[config.mk]
export PLATFORM = sky130hd
export DESIGN_NAME = flash_cmd_seq
export DESIGN_NICKNAME = d
export VERILOG_FILES = /design/src/rtl/flash_cmd_seq.sv
export SDC_FILE = /design/constraint.sdc
export NUM_CORES = 1
export LEC_CHECK = 0
export ABC_AREA = 1
export BUFFER_PORTS_ARGS = -buffer_cell sky130_fd_sc_hd__buf_2
export CORE_UTILIZATION = 52
export DETAILED_ROUTE_END_ITERATION = 16
export HOLD_SLACK_MARGIN = 0.03
export PLACE_DENSITY = 0.8
export SLEW_MARGIN = 0
export SYNTH_ARGS = -nofsm -noshare
export SYNTH_HDL_FRONTEND = slang
export SYNTH_SLANG_ARGS = --single-unit
[constraint.sdc]
create_clock -name clk -period 2.17 [get_ports clk]
set_clock_uncertainty 0.05 [all_clocks]
set_input_delay 0.1085 -clock clk [delete_from_list [all_inputs] [get_ports clk]]
set_output_delay 0.1085 -clock clk [all_outputs]
set_load 0.01 [all_outputs]
[src/rtl/flash_cmd_seq.sv]
module flash_cmd_seq #(
  parameter int ADDR_W  = 23,
  parameter int DATA_W  = 16,
  parameter int UNLK_W  = 11,
  parameter int RST_MIN = 4,
  parameter int RDY_DLY = 16
) (
  input  logic              clk,
  input  logic              rst_n,
  input  logic              hw_reset_n,
  input  logic              accel,
  input  logic              wr_en,
  input  logic [ADDR_W-1:0] wr_addr,
  input  logic [DATA_W-1:0] wr_data,
  input  logic              op_done,
  output logic              cmd_valid,
  output logic [2:0]        cmd_code,
  output logic [ADDR_W-1:0] cmd_addr,
  output logic [DATA_W-1:0] cmd_data,
  output logic              ready
);
  localparam int CNT_W = $clog2(RST_MIN + 1);
  localparam int RDY_W = $clog2(RDY_DLY + 1);
  localparam logic [UNLK_W-1:0] UA1 = UNLK_W'(12'h555);
  localparam logic [UNLK_W-1:0] UA2 = UNLK_W'(12'h2AA);
  localparam logic [2:0] C_PROG = 3'd1, C_ERASE = 3'd2, C_SUSP = 3'd3,
                         C_RES = 3'd4, C_ABORT = 3'd5;

  typedef enum logic [2:0] {S_IDLE, S_UN1, S_UN2, S_PGM, S_ER1, S_ER2, S_ER3, S_BX} seq_t;
  typedef enum logic [2:0] {O_NONE, O_PROG, O_ERASE, O_SUSP, O_SPROG} op_t;

  seq_t seq, seq_n;
  op_t  op, op_n;
  logic byp, byp_n;
  logic [CNT_W-1:0] low_cnt;
  logic [RDY_W-1:0] rdy_cnt;
  logic emit;
  logic [2:0] code_n;

  wire [7:0] cd     = wr_data[7:0];
  wire       at1    = wr_addr[UNLK_W-1:0] == UA1;
  wire       at2    = wr_addr[UNLK_W-1:0] == UA2;
  wire       byp_on = byp | accel;
  wire       wr_ok  = wr_en && hw_reset_n && (rdy_cnt == '0);
  wire       qual   = !hw_reset_n && (low_cnt == CNT_W'(RST_MIN - 1));
  wire       busy   = (op == O_PROG) || (op == O_ERASE) || (op == O_SPROG);

  assign ready = !busy && (rdy_cnt == '0);

  always_comb begin
    seq_n  = seq;
    op_n   = op;
    byp_n  = byp;
    emit   = 1'b0;
    code_n = cmd_code;
    if (op_done) begin
      case (op)
        O_PROG, O_ERASE: op_n = O_NONE;
        O_SPROG:         op_n = O_SUSP;
        default:         op_n = op;
      endcase
    end
    if (wr_ok) begin
      if (busy) begin
        seq_n = S_IDLE;
        if (op == O_ERASE && cd == 8'hB0) begin
          op_n = O_SUSP; emit = 1'b1; code_n = C_SUSP;
        end
      end else begin
        seq_n = S_IDLE;
        unique case (seq)
          S_IDLE: begin
            if (op == O_SUSP && cd == 8'h30) begin
              op_n = O_ERASE; emit = 1'b1; code_n = C_RES;
            end else if (byp_on) begin
              if (cd == 8'hA0)      seq_n = S_PGM;
              else if (cd == 8'h90) seq_n = S_BX;
            end else if (at1 && cd == 8'hAA) seq_n = S_UN1;
          end
          S_UN1: if (at2 && cd == 8'h55) seq_n = S_UN2;
          S_UN2: begin
            if (cd == 8'hA0)                      seq_n = S_PGM;
            else if (cd == 8'h20)                 byp_n = 1'b1;
            else if (cd == 8'h80 && op != O_SUSP) seq_n = S_ER1;
          end
          S_PGM: begin
            op_n = (op == O_SUSP) ? O_SPROG : O_PROG;
            emit = 1'b1; code_n = C_PROG;
          end
          S_ER1: if (at1 && cd == 8'hAA) seq_n = S_ER2;
          S_ER2: if (at2 && cd == 8'h55) seq_n = S_ER3;
          S_ER3: if (cd == 8'h30) begin
            op_n = O_ERASE; emit = 1'b1; code_n = C_ERASE;
          end
          S_BX: if (cd == 8'h00) byp_n = 1'b0;
          default: seq_n = S_IDLE;
        endcase
      end
    end
    if (qual) begin
      seq_n = S_IDLE; byp_n = 1'b0; op_n = O_NONE;
      emit = (op != O_NONE); code_n = C_ABORT;
    end
  end

  always_ff @(posedge clk or negedge rst_n) begin
    if (!rst_n) begin
      seq <= S_IDLE; op <= O_NONE; byp <= 1'b0;
      low_cnt <= '0; rdy_cnt <= '0;
      cmd_valid <= 1'b0; cmd_code <= '0; cmd_addr <= '0; cmd_data <= '0;
    end else begin
      seq <= seq_n; op <= op_n; byp <= byp_n;
      cmd_valid <= emit;
      if (emit) cmd_code <= code_n;
      if (emit && wr_ok) begin
        cmd_addr <= wr_addr;
        cmd_data <= wr_data;
      end
      if (hw_reset_n)                        low_cnt <= '0;
      else if (low_cnt != CNT_W'(RST_MIN))   low_cnt <= low_cnt + 1'b1;
      if (qual && op != O_NONE)              rdy_cnt <= RDY_W'(RDY_DLY);
      else if (rdy_cnt != '0)                rdy_cnt <= rdy_cnt - 1'b1;
    end
  end
endmodule

==> results.py <==
metrics = {
    "outcome": {
        "outcome": "finished clean",
    },
    "critical_path": {
        "worst_setup_path_start_kind": "register",
        "crit_type": "register to register",
        "cp_data_required_time_ns": 2.33,
        "worstPathArrival_ns": 2.14,
        "crit_fanout": 47,
        "critPathCaptureType": "register",
    },
    "yosys": {
        "synth_top_area_cell": "dfrtp_1",
        "syn-num-nets": 433,
        "yosysMostFrequentCell": "nand2_1",
        "yosysTopAreaCellShare": 0.487,
        "synth_cell_type_count": 27,
        "synth_ff_type": "dfrtp_1",
        "async_flop_share": 1.00,
        "ys_top_cells_by_count": "117 x nand2_1, 58 x dfrtp_1, 52 x nand3_1",
        "syn-cell-area_um2": 2980,
        "synth.avg_cell_area_um2": 7.79,
        "yosys-top-cells-area": "dfrtp_1 49%, nand2_1 15%, nand3_1 8.7%, inv_1 4.0%, nor2_1 3.4%",
        "yosys_warnings": 0,
        "synth_edf_count": 0,
        "seq_area_frac_synth": 0.487,
        "synth_seq_cells": 58,
        "synth_cells": 383,
    },
    "clocking": {
        "cts_tree": "yes",
        "cts.sinks": 58,
        "path_clk_slew_ns": 0.06,
        "root_buffer": "clkbuf_8",
        "htree_levels": 3,
        "cts_setup_buffers": 0,
        "worstSkewPairLatency_ns": 0.33,
        "cts_buffer_depth": 2,
        "cts_buffers": 9,
    },
    "global_routing": {
        "grt_overflow": 0,
        "antenna_found_initial": 0,
        "gr-usage-all-layers": 0.304,
        "grt_max_degree": 48,
        "grt_pass1_wl_mm": 14.1,
        "grt_pass1_vias": 3072,
    },
    "place": {
        "hpwlAfterDp_mm": 5.42,
        "io_buffers": 88,
        "gp_congestion": 0.924,
    },
    "sta": {
        "finalSetupViolations": 0,
        "tightestPinTransition_ns": 0.640,
        "fin_crit_ns": 1.98,
        "period_share": 0.911,
        "max-slew-margin-rel": 0.573,
        "fin_setup_tns_ns": 0,
        "rsz0062_at_grt": "no",
        "fmax_ghz": 0.506,
        "hold_viol": 0,
        "drv_slew": 0,
    },
    "detailed_routing": {
        "dr_total_vias": 3131,
        "first_pass_iters": 5,
        "route.detailed.drc": 0,
        "antenna_left": 0,
        "routedWlPerCell_um": 14.5,
        "drtIter0Drc": 222,
        "totalWireLength_mm": 8.62,
        "via_per_inst": 5.27,
    },
    "final_layout": {
        "drive_above_1_share": 0.253,
        "nets": 568,
        "nFillCells": 393,
        "diodes": 0,
        "area_delta_synth_final_pct": 38.3,
    },
    "min_path": {
        "min_path_type": "primary input to register",
    },
    "die": {
        "fp.dieH_um": 77.7,
        "core_area_um2": 5510,
        "die_x_um": 77.7,
        "dieArea_um2": 6040,
        "start_util": 0.542,
        "rows": 27,
        "num_io_pins": 89,
    },
    "job": {
        "cap_violations": 0,
    },
    "power": {
        "irDropWorstVdd_v": 0.000641,
        "total_power_w": 0.00316,
        "p_per_area_nw_per_um2": 766,
        "power_leakage_nw": 2.30,
    },
}
## registers in the layout, indices dropped and copies added, names as in the netlist
signal and flops:
cmd_valid 1, seq 3, byp 1, rdy_cnt 5
low_cnt 3, cmd_code 3, cmd_data 16, op 3
cmd_addr 23
## repair_timing
action / CTS / global route
gates resized for setup: 0 / 0
hold buffers: 40 / 0
endpoints found under the hold margin: 67 / 0
## power breakdown
part	switching [W]	internal, W
logic	0.000425	0.000321
clock network	0.000424	0.000633
registers	0.000109	0.00125
total	0.000958	0.00220
## critical path, stage by stage, from the launching register on
cell	delay [ns]
dfrtp_1	0.39
inv_1	0.10
ha_1	0.17
nand3_2	0.18
nor2_4	0.17
nand3_2	0.11
nand2_4	0.09
nand2_2	0.17
buf_12	0.25
nand2_1	0.10
nand2_1	0.07
## cell usage in the layout (no fill, tap or decap), drive strengths merged, types with 9 or more instances in the layout
cell           n
buf           94
nand2        122
nor2          31
inv           41
o21ai         25
dfrtp         58
nand3         56
dlygate4sd3   40
a21oi         12
clkbuf         9
nand4         10
## layout make-up
type / count / area, um2 / share of cell area
clock buffers: 9 / 124 / 0.0300
clock inverters: 6 / 82.6 / 0.0200
inverters: 42 / 158 / 0.0382
multi-input cells: 273 / 1310 / 0.317
flip-flops and latches: 58 / 1450 / 0.352
well taps: 72 / 90.1 / 0.0218
repair buffers: 134 / 911 / 0.221
## through the flow
stage               setup WS (ns)  area, um2   util  hold WS, ns  cells
floorplan                   0.467       2980      -       -0.237    383
global placement            0.339       3520  0.639        0.114    539
detailed placement          0.240       3520  0.639        0.122    539
CTS                         0.221       4120  0.749       0.0389    594
global route               0.0574       4120  0.749       0.0488    594
finish                      0.193       4120  0.749       0.0523    594
## cells by family (layout without fill, tap and decap cells)
logic type / after synthesis / count (layout) / synth area share
fa+ha+maj: 5 / 5 / 0.0210
xor+xnor: 3 / 3 / 0.00881
buf+inv: 52 / 191 / 0.0751
compound gates: 39 / 39 / 0.0671
flops: 58 / 58 / 0.487
simple gates: 226 / 226 / 0.341
## layer usage
| metal | up-vias | track usage | routed length (um) |
|---|---|---|---|
| met5 | - | 0 | 0 |
| met4 | 0 | 0.108 | 147 |
| met3 | 18 | 0.0729 | 623 |
| met2 | 140 | 0.531 | 4370 |
| met1 | 1461 | 0.365 | 3480 |
| li1 | 1512 | - | - |
## path summary, 6_finish.rpt
path	depth (start not counted)	slack, ns	endpoint	from
setup / recovery	10	0.19	cmd_addr[15]$_DFFE_PN0P_	rdy_cnt[0]$_DFFE_PN0P_
hold / removal	3	0.05	cmd_addr[6]$_DFFE_PN0P_	wr_addr[6]
setup reg to reg	10	0.19	cmd_addr[15]$_DFFE_PN0P_	rdy_cnt[0]$_DFFE_PN0P_
hold reg to reg	2	0.42	cmd_addr[11]$_DFFE_PN0P_	cmd_addr[11]$_DFFE_PN0P_
max in group asynchronous	3	1.17	cmd_addr[20]$_DFFE_PN0P_	rst_n
min in group asynchronous	2	0.33	cmd_data[11]$_DFFE_PN0P_	rst_n
No activity file was read; power rests on OpenSTA's default activity.
